File: config.mk
export PLATFORM = sky130hd
export DESIGN_NAME = spi_cfg_loader
export DESIGN_NICKNAME = d
export VERILOG_FILES = /design/src/rtl/spi_cfg_pkg.sv /design/src/rtl/spi_cfg_byte_tx.sv /design/src/rtl/spi_cfg_crc32.sv /design/src/rtl/spi_cfg_loader.sv
export SDC_FILE = /design/constraint.sdc
export NUM_CORES = 1
export LEC_CHECK = 0
export BUFFER_PORTS_ARGS = -buffer_cell sky130_fd_sc_hd__buf_2
export CORE_ASPECT_RATIO = 0.9
export CORE_MARGIN = 10
export CORE_UTILIZATION = 45
export CTS_BUF_LIST = sky130_fd_sc_hd__clkbuf_8 sky130_fd_sc_hd__clkbuf_16
export DETAILED_ROUTE_END_ITERATION = 8
export MAX_ROUTING_LAYER = met4
export PLACE_DENSITY = 0.66
export SYNTH_ARGS = -nofsm -noshare
export SYNTH_HDL_FRONTEND = slang
export SYNTH_SLANG_ARGS = --single-unit
File: constraint.sdc
create_clock -name clk -period 6.45 [get_ports clk]
set_input_delay 0.3225 -clock clk [delete_from_list [all_inputs] [get_ports clk]]
set_output_delay 0.3225 -clock clk [all_outputs]
set_load 0.01 [all_outputs]
File: src/rtl/spi_cfg_pkg.sv
package spi_cfg_pkg;

  typedef enum logic [2:0] {
    S_IDLE,
    S_RST,
    S_CFG,
    S_LEAD,
    S_IMG,
    S_TRAIL
  } seq_e;

  // one byte of reflected IEEE CRC-32, LSB first
  function automatic logic [31:0] crc32_step(input logic [31:0] c, input logic [7:0] d);
    logic [31:0] r;
    r = c ^ {24'h0, d};
    for (int i = 0; i < 8; i++) begin
      r = r[0] ? ((r >> 1) ^ 32'hEDB8_8320) : (r >> 1);
    end
    return r;
  endfunction

endpackage

File: src/rtl/spi_cfg_byte_tx.sv
module spi_cfg_byte_tx #(
  parameter int HALF = 2
) (
  input  logic       clk,
  input  logic       rst_n,
  input  logic       go,
  input  logic [7:0] byte_in,
  output logic       sclk,
  output logic       mosi,
  output logic       done
);
  localparam int DW = $clog2(HALF) + 1;
  localparam logic [DW-1:0] DIV_END = DW'(HALF - 1);

  logic          act_q, act_d;
  logic          ph_q, ph_d;
  logic [2:0]    bit_q, bit_d;
  logic [DW-1:0] div_q, div_d;
  logic [7:0]    sh_q, sh_d;
  logic          tick;

  assign tick = act_q && (div_q == DIV_END);
  assign done = tick && ph_q && (bit_q == 3'd7);
  assign sclk = !act_q || ph_q;
  assign mosi = act_q ? sh_q[7] : 1'b1;

  always_comb begin
    act_d = act_q;
    ph_d  = ph_q;
    bit_d = bit_q;
    div_d = div_q;
    sh_d  = sh_q;
    if (!act_q) begin
      if (go) begin
        act_d = 1'b1;
        ph_d  = 1'b0;
        bit_d = 3'd0;
        div_d = '0;
        sh_d  = byte_in;
      end
    end else if (!tick) begin
      div_d = div_q + 1'b1;
    end else begin
      div_d = '0;
      if (!ph_q) begin
        ph_d = 1'b1;
      end else if (bit_q == 3'd7) begin
        act_d = 1'b0;
      end else begin
        ph_d  = 1'b0;
        bit_d = bit_q + 1'b1;
        sh_d  = {sh_q[6:0], 1'b0};
      end
    end
  end

  always_ff @(posedge clk or negedge rst_n) begin
    if (!rst_n) begin
      act_q <= 1'b0;
      ph_q  <= 1'b1;
      bit_q <= '0;
      div_q <= '0;
      sh_q  <= '0;
    end else begin
      act_q <= act_d;
      ph_q  <= ph_d;
      bit_q <= bit_d;
      div_q <= div_d;
      sh_q  <= sh_d;
    end
  end
endmodule

File: src/rtl/spi_cfg_crc32.sv
module spi_cfg_crc32 (
  input  logic        clk,
  input  logic        rst_n,
  input  logic        clr,
  input  logic        en,
  input  logic [7:0]  din,
  output logic [31:0] crc
);
  import spi_cfg_pkg::*;

  logic [31:0] acc_q, acc_d;

  assign crc = ~acc_q;

  always_comb begin
    acc_d = acc_q;
    if (clr)     acc_d = 32'hFFFF_FFFF;
    else if (en) acc_d = crc32_step(acc_q, din);
  end

  always_ff @(posedge clk or negedge rst_n) begin
    if (!rst_n) acc_q <= 32'hFFFF_FFFF;
    else        acc_q <= acc_d;
  end
endmodule

File: src/rtl/spi_cfg_loader.sv
module spi_cfg_loader #(
  parameter int HALF  = 2,
  parameter int CNT_W = 16
) (
  input  logic             clk,
  input  logic             rst_n,
  input  logic             start,
  input  logic [CNT_W-1:0] rst_dly,
  input  logic [CNT_W-1:0] cfg_dly,
  input  logic [CNT_W-1:0] lead_clks,
  input  logic [CNT_W-1:0] trail_clks,
  input  logic [7:0]       img_data,
  input  logic             img_valid,
  input  logic             img_last,
  output logic             img_ready,
  output logic             tgt_rst_n,
  output logic             tgt_cs_n,
  output logic             tgt_sclk,
  output logic             tgt_mosi,
  input  logic             tgt_done,
  output logic             busy,
  output logic             ok,
  output logic             err,
  output logic             loaded,
  output logic [31:0]      crc
);
  import spi_cfg_pkg::*;

  localparam logic [CNT_W:0] RND = (CNT_W + 1)'(7);

  seq_e             st_q, st_d;
  logic [CNT_W-1:0] cnt_q, cnt_d, cfg_q, cfg_d, trl_q, trl_d;
  logic             pend_q, pend_d, last_q, last_d;
  logic             rsn_q, rsn_d, csn_q, csn_d;
  logic             busy_q, busy_d, ok_q, ok_d, err_q, err_d, ld_q, ld_d;
  logic             go, tx_done, crc_clr, acc;
  logic [7:0]       go_byte;

  function automatic logic [CNT_W-1:0] to_bytes(input logic [CNT_W-1:0] n);
    return CNT_W'(({1'b0, n} + RND) >> 3);
  endfunction

  assign img_ready = (st_q == S_IMG) && !pend_q && !last_q;
  assign acc       = img_ready && img_valid;

  always_comb begin
    st_d = st_q;  cnt_d = cnt_q; cfg_d = cfg_q; trl_d = trl_q;
    pend_d = pend_q; last_d = last_q; rsn_d = rsn_q; csn_d = csn_q;
    busy_d = busy_q; ok_d = ok_q; err_d = err_q; ld_d = ld_q;
    go = 1'b0; go_byte = 8'hFF; crc_clr = 1'b0;
    if (tx_done) pend_d = 1'b0;
    case (st_q)
      S_IDLE: if (start) begin
        st_d = S_RST; rsn_d = 1'b0; csn_d = 1'b0; busy_d = 1'b1;
        ok_d = 1'b0; err_d = 1'b0; ld_d = 1'b0; last_d = 1'b0;
        cnt_d = rst_dly; cfg_d = cfg_dly; trl_d = to_bytes(trail_clks);
        crc_clr = 1'b1;
      end
      S_RST: if (cnt_q != '0) cnt_d = cnt_q - 1'b1;
        else if (tgt_done) begin
          err_d = 1'b1; st_d = S_IDLE; rsn_d = 1'b1; csn_d = 1'b1; busy_d = 1'b0;
        end else begin
          rsn_d = 1'b1; cnt_d = cfg_q; st_d = S_CFG;
        end
      S_CFG: if (cnt_q != '0) cnt_d = cnt_q - 1'b1;
        else begin
          csn_d = 1'b1; cnt_d = to_bytes(lead_q_hold); st_d = S_LEAD;
        end
      S_LEAD: if (!pend_q) begin
        if (cnt_q == '0) begin
          csn_d = 1'b0; st_d = S_IMG;
        end else begin
          go = 1'b1; pend_d = 1'b1; cnt_d = cnt_q - 1'b1;
        end
      end
      S_IMG: if (acc) begin
        go = 1'b1; go_byte = img_data; pend_d = 1'b1; last_d = img_last;
      end else if (!pend_q && last_q) begin
        csn_d = 1'b1; cnt_d = trl_q; st_d = S_TRAIL;
      end
      S_TRAIL: if (!pend_q) begin
        if (cnt_q == '0) begin
          ok_d = tgt_done; ld_d = tgt_done; err_d = !tgt_done;
          st_d = S_IDLE; rsn_d = 1'b1; csn_d = 1'b1; busy_d = 1'b0;
        end else begin
          go = 1'b1; pend_d = 1'b1; cnt_d = cnt_q - 1'b1;
        end
      end
      default: st_d = S_IDLE;
    endcase
  end

  // leading count is captured at start alongside the other settings
  logic [CNT_W-1:0] lead_q_hold, lead_d_hold;
  always_comb lead_d_hold = (st_q == S_IDLE && start) ? lead_clks : lead_q_hold;

  always_ff @(posedge clk or negedge rst_n) begin
    if (!rst_n) begin
      st_q <= S_IDLE; cnt_q <= '0; cfg_q <= '0; trl_q <= '0; lead_q_hold <= '0;
      pend_q <= 1'b0; last_q <= 1'b0; rsn_q <= 1'b1; csn_q <= 1'b1;
      busy_q <= 1'b0; ok_q <= 1'b0; err_q <= 1'b0; ld_q <= 1'b0;
    end else begin
      st_q <= st_d; cnt_q <= cnt_d; cfg_q <= cfg_d; trl_q <= trl_d; lead_q_hold <= lead_d_hold;
      pend_q <= pend_d; last_q <= last_d; rsn_q <= rsn_d; csn_q <= csn_d;
      busy_q <= busy_d; ok_q <= ok_d; err_q <= err_d; ld_q <= ld_d;
    end
  end

  spi_cfg_byte_tx #(.HALF(HALF)) u_tx (
    .clk(clk), .rst_n(rst_n), .go(go), .byte_in(go_byte),
    .sclk(tgt_sclk), .mosi(tgt_mosi), .done(tx_done)
  );

  spi_cfg_crc32 u_crc (
    .clk(clk), .rst_n(rst_n), .clr(crc_clr), .en(acc), .din(img_data), .crc(crc)
  );

  assign tgt_rst_n = rsn_q;
  assign tgt_cs_n  = csn_q;
  assign busy      = busy_q;
  assign ok        = ok_q;
  assign err       = err_q;
  assign loaded    = ld_q;
endmodule

## Word level (Yosys, flattened, before mapping)

Index checks and enable logic that the tools add are counted.

- Memory bits (writable): 0
- Memory bits (read-only): 0
- Latch bits: 0
- Memories kept: 0
- Input bits: 78
- Register bits: 119
- Output and inout bits: 41

- $lt $le $gt $ge: 0
- Bitwise operators: 10
- Shifts and indexed selects: 0
- Reduce and logical (&&, ||, !) cells: 34
- Divide/modulo/power cells: 0
- Mux-type cells: 91
- Equality and inequality tests: 24
- Add/subtract/negate cells: 5
- Multipliers: 0

Operators by type and width:

| cell | count |
|---|---|
| $mux 32 | 10 |
| $mux 16 | 8 |
| $not 13->14 | 8 |
| $pmux 16 s5 | 1 |
| $mux 8 | 7 |
| $mux 3 | 14 |
| $mux 1 | 38 |
| $add 16x3->17 const B | 2 |
| $not 32->32 | 1 |
| $xor 32x8->32 | 1 |
| $ne 2x2->1 const B | 15 |
| $pmux 3 s6 | 1 |
| $logic_not 16->1 | 1 |
| $reduce_bool 16->1 | 1 |
| $sub 16x1->16 const B | 1 |
| $reduce_and 11->1 | 1 |
| $eq 3x3->1 const B | 3 |
| $pmux 1 s3 | 3 |
| $reduce_and 9->1 | 1 |
| $logic_and 1x1->1 | 8 |
| $mux 2 | 4 |
| $pmux 1 s2 | 4 |
| $reduce_and 4->1 | 2 |
| $reduce_bool 2->1 | 4 |
| 20 further kinds | 25 |

## Depth between registers and ports, before layout

- Word-level depth: 19
- Depth in mapped cells: 10
- Mapped depth without buffers: 8

## Hierarchy

Synthesis repeated with hierarchy kept, for this count alone.

- Cell total of the unflattened synthesis: 814
- Area, all modules: 7,369.6 µm²

Modules (own cells, without submodules):

| module | times used | cells an instance | area an instance (µm²) | sequential area each (µm²) |
|---|---|---|---|---|
| spi_cfg_loader | 1 | 533 | 4,340.4 | 1,804.2 |
| spi_cfg_crc32 | 1 | 213 | 2,219.6 | 840.8 |
| spi_cfg_byte_tx | 1 | 68 | 809.5 | 376.6 |

## Least setup slack after synthesis

No wires, ideal clock.

- Path type: flip-flop to flip-flop
- Start point: reg cnt_q[0]
- End point: reg u_tx.sh_q[0]
- Cell stages (with the launch flop): 11
- Setup slack: 3.998 ns
- Arrival time: 2.327 ns
- Cells stage by stage: dfrtp_1 inv_1 ha_1 nor3b_2 and4_1 buf_2 a2111oi_2 nor3_2 a21oi_2 buf_6 mux2_4

- Word-level cells in the longest chain between the ends: 6

RTL lines:

| item | line | RTL |
|---|---|---|
| start: declaration | spi_cfg_loader.sv:32 | `logic [CNT_W-1:0] cnt_q, cnt_d, cfg_q, cfg_d, trl_q, trl_d;` |
| start signal: assignment | spi_cfg_loader.sv:103 | `st_q <= st_d; cnt_q <= cnt_d; cfg_q <= cfg_d; trl_q <= trl_d; lead_q_hold <= lead_d_hold;` |
| $logic_not 16->1 | spi_cfg_loader.sv:70, spi_cfg_loader.sv:82 |  |
| $mux 1 | spi_cfg_loader.sv:70, spi_cfg_loader.sv:82 |  |
| $mux 1 | spi_cfg_loader.sv:69 | `S_LEAD: if (!pend_q) begin` |
| $pmux 1 s2 | spi_cfg_loader.sv:52 | `case (st_q)` |
| $reduce_bool 2->1 (no source line) | n/a |  |
| $reduce_and 4->1 (no source line) | n/a |  |
| end signal: assignment | spi_cfg_byte_tx.sv:63 | `sh_q <= '0;` |
| end signal: assignment | spi_cfg_byte_tx.sv:69 | `sh_q <= sh_d;` |
| end: declaration | spi_cfg_byte_tx.sv:19 | `logic [7:0] sh_q, sh_d;` |

Every way passes these cells.
A chain may end at the register's enable or synchronous reset.

## Final worst setup path

- Start point: reg st_q[2]
- End point: reg u_tx.sh_q[7]

- Word-level cells in the longest chain between the ends: 8
- Elaborated cells on any way between the ends: 15

RTL lines:

| item | line | RTL |
|---|---|---|
| start: declaration | spi_cfg_loader.sv:31 | `seq_e st_q, st_d;` |
| start signal: assignment | spi_cfg_loader.sv:103 |  |
| $eq 3x3->1 | spi_cfg_loader.sv:43, spi_cfg_loader.sv:52 |  |
| $logic_and 1x1->1 (2 in series) | spi_cfg_loader.sv:43 | `assign img_ready = (st_q == S_IMG) && !pend_q && !last_q;` |
| $logic_and 1x1->1 | spi_cfg_loader.sv:44 | `assign acc = img_ready && img_valid;` |
| $mux 1 / $mux 8 (equally long branches) | spi_cfg_loader.sv:76 | `S_IMG: if (acc) begin` |
| $pmux 1 s2 / $mux 8 (equally long branches) | spi_cfg_loader.sv:52 |  |
| $reduce_bool 2->1 (no source line) / $mux 8 (equally long branches) | n/a |  |
| $reduce_and 4->1 (no source line) / $mux 8 (equally long branches) | n/a |  |

Parallel ways exist; a longest one is shown, timed or not. The select of a mux whose other input is x is not followed.

==> qor.yml <==
min_path:
  hold_end: "lead_q_hold[3]"
  hp-start: "lead_clks[3]"
  hold_path_depth: 3
  min_path_type: "input pin to flip-flop"
clock_network:
  cts.sinks: 119
  cts_resized: 0
  clock-root-buffer: "clkbuf_16"
  tritoncts: "built"
  h-tree-depth: 4
  cts_buffers: 17
  clock_latency_ns: 0.43
  cts_setup_buffers: 0
  cts.clk_slew.worst_paths_ns: 0.06
  clockBufferDepth: 2
placement:
  place_congestion: 0.8716
  dp_cells: 1111
  dp_hpwl_um: 14290
  port_buffers: 118
  preCtsSetupSlack_ns: 2.946
timing:
  slew_violations: 0
  relSlewSlack_pct: 34.44
  hold_viol: 0
  setup_viol: 0
  tns_ns: 0
  fin_ws_ns: 2.930
  tightest_slew_ns: 0.9811
  period_share_pct: 54.57
  rsz0062_at_grt: "false"
  fin_crit_ns: 3.520
  max_freq_ghz: 0.2841
  skew_ns: 0.009163
route:
  drt_iter0_markers: 395
  wl_um: 19500
  detail_route.vias_per_cell: 5.368
  firstDrtPassIters: 5
  vias: 6141
  drc_errors: 0
  wl_per_cell_um: 17.04
  detail-route-antenna-nets: 0
die:
  pin_count: 119
  die_width_um: 153.1
  die_area_um2: 21410
  core_um2: 15550
  start_util_pct: 46.17
  placementRows: 43
  fp.dieH_um: 139.8
worst_setup_path:
  reg2reg_to: "u_tx.sh_q[7]"
  cp-start-kind: "flip-flop"
  end_kind: "flip-flop"
  cp_slowest_cell: "dfrtp_1"
  timing.critical_path.buf_inv: 2
  worstSetupPathType: "flip-flop to flip-flop"
  path_delay_family: "flip-flops"
  reg2reg_setup_slack_ns: 2.93
  arrival_ns: 3.82
  worst-r2r-cell-count: 7
  critical_path.max_stage_delay_ns: 0.86
  required_ns: 6.75
  crit_chain: "inv_1, nor3_1, and3_1, buf_4, nor3_2, a21oi_2, mux2_2"
  r2r-start: "st_q[2]"
  crit_fanout: 32
pwr:
  power.leakage_nw: 3.850
  ir_worst_vdd_mv: 0.1824
  power_density_nw_per_um2: 307.6
global_routing:
  grt.total_usage_pct: 18.33
  grt.overflow.total: 0
  grt_pass1_vias: 5899
  grt_max_degree: 67
  grt_first_pass_wirelength_um: 31140
  grt_antenna_before_repair: 0
logic_synthesis:
  synth_top_family_by_area: "simple AND/OR/NAND/NOR gates"
  synth_adder_area_share_pct: 0.5229
  netlist_instances: 830
  async_reset_ff_share_pct: 100.0
  yosys_warnings: 0
  synth-main-ff-cell: "dfrtp_1"
  synthMuxAreaShare_pct: 2.336
  yosys.cell_types.count: 75
  synth_nets: 911
  synth_edf_count: 0
  synth_compound_area_share_pct: 17.03
  synth_seq_cells: 119
  synth_seq_area_share_pct: 42.10
  syn_avg_cell_area_um2: 8.648
  synthSimpleGateAreaFrac_pct: 20.60
  synthXorXnorAreaFrac_pct: 12.06
  synth_area_um2: 7178
cells_and_area:
  layout-drive-gt1-share_pct: 24.63
  multi_input_area_um2: 3780
  nNetsFinal: 1010
  final_cells: 1144
  syn2layout_area_growth_pct: 17.81
  area.sequential_um2: 3022
  antenna_cells: 0
  fill_cells: 1493
run_status:
  status: "finished, final reports clean"
run:
  maxCapViolations: 0
## cells in the final DEF (no fill, tap or decap), types with 4 or more instances in the layout
cell and n:
dfrtp_1 84, or3_1 5, nand2_1 161, o21a_1 7, nand2b_1 6, mux2i_1 4, a21oi_1 44, nand3_1 18
buf_4 9, a221oi_1 4, o31ai_1 6, o21ai_0 55, buf_2 117, inv_6 7, nor2_1 68, nor3_1 17
xor2_1 20, nor2b_1 5, dfstp_2 35, clkbuf_16 17, a22oi_1 6, o2bb2ai_1 4, a31oi_1 5, inv_1 43
a22o_1 7, o211ai_1 6, o22ai_1 4, xnor2_1 77, mux2_4 7, nand4_1 5, a211oi_1 5
## synthesized netlist by cell type (6+ instances only)
master      n  area (um2)
xnor2_1    77       674.4
buf_2       7       35.03
xor2_1     20       175.2
dfrtp_1    84        2102
dfstp_2    35       919.6
a22o_1      7       61.31
nand3_1    19       95.09
nand2b_1    6       37.54
o211ai_1    6       45.04
nand2_1   161       604.3
a22oi_1     6       45.04
o31ai_1     6       45.04
o21a_1      7       52.55
nor3_1     17       85.08
mux2_4      7       105.1
a21oi_1    44       220.2
clkbuf_1   30       112.6
inv_1      43       161.4
nor2_1     69       259.0
o21ai_0    55       275.3
## per-layer routing
metal | GRT usage, % | share of wire, % | routed length, um | up-vias
met1 | 25.52 | 49 | 9559 | 2927
met3 | 4.467 | 5.6 | 1083 | 22
met5 | - | 0 | 0 | -
met2 | 25.60 | 44 | 8581 | 182
li1 | - | - | - | 3010
met4 | 5.366 | 1.4 | 272 | 0
## layout make-up
type                       instances  share of cell area (%)
multi-input combinational        620                   44.70
clock inverter                    14                   1.598
inverter                          44                   1.953
clock buffer                      18                   5.193
sequential                       119                   35.73
timing repair buffer             127                   7.841
tap                              202                   2.989
## power by group
group          total [mW]  leakage (nW)  internal [mW]  switching, mW
Sequential           1.04          1.42          0.895          0.140
Combinational       0.645          2.15          0.319          0.326
Clock               0.921         0.283          0.547          0.374
Total                2.60          3.85           1.76          0.840
## state kept, by name (all words and copies together), names as in the netlist, 3 cells and up
register,cells
u_crc.acc_q,32
lead_q_hold,16
st_q,3
trl_q,14
u_tx.bit_q,3
cnt_q,16
cfg_q,16
u_tx.sh_q,8
## what timing repair did
| action | 4_1_cts | 5_1_grt |
|---|---|---|
| hold endpoints to repair | 47 | 0 |
| hold buffers | 1 | 0 |
| setup endpoints to repair | 0 | 0 |
## worst min-delay path: cells and delay by family
family | cells | cell delay, ns
buffers and inverters | 1 | 0.07
AND/OR/NAND/NOR | 2 | 0.08
## worst max-delay path by stage
stage                         from         endpoint  slack, ns  cells after the start
after floorplan           cnt_q[0]     u_tx.sh_q[0]       4.00                     10
after global placement     st_q[2]     u_tx.sh_q[7]       3.04                      7
after detailed placement   st_q[2]     u_tx.sh_q[7]       2.95                      7
after CTS                  st_q[2]     u_tx.sh_q[7]       2.92                      7
after global routing       st_q[2]  u_crc.acc_q[24]       2.53                      6
final                      st_q[2]     u_tx.sh_q[7]       2.93                      7
## stage by stage
stage          hold WS (ns)  util (%)  power [mW]  instance area [um2]
6_report            0.07868     54.39       2.601                 8457
5_1_grt             0.08658     54.39       2.734                 8457
4_1_cts             0.06958     54.39       2.617                 8457
3_5_place_dp         0.4330     50.63       1.685                 7873
3_3_place_gp         0.4364     50.63       1.672                 7873
2_1_floorplan       0.02691         -       1.505                 7178
## logic make-up after synthesis
| logic type | Yosys count |
|---|---|
| AOI/OAI and AO/OA | 185 |
| xor gates and xnor gates | 98 |
| adders and majority gates | 3 |
| buffers and inverters | 91 |
| DFF | 119 |
| muxes | 13 |
| and+or+nand+nor | 321 |
No activity file was read; power rests on OpenSTA's default activity.
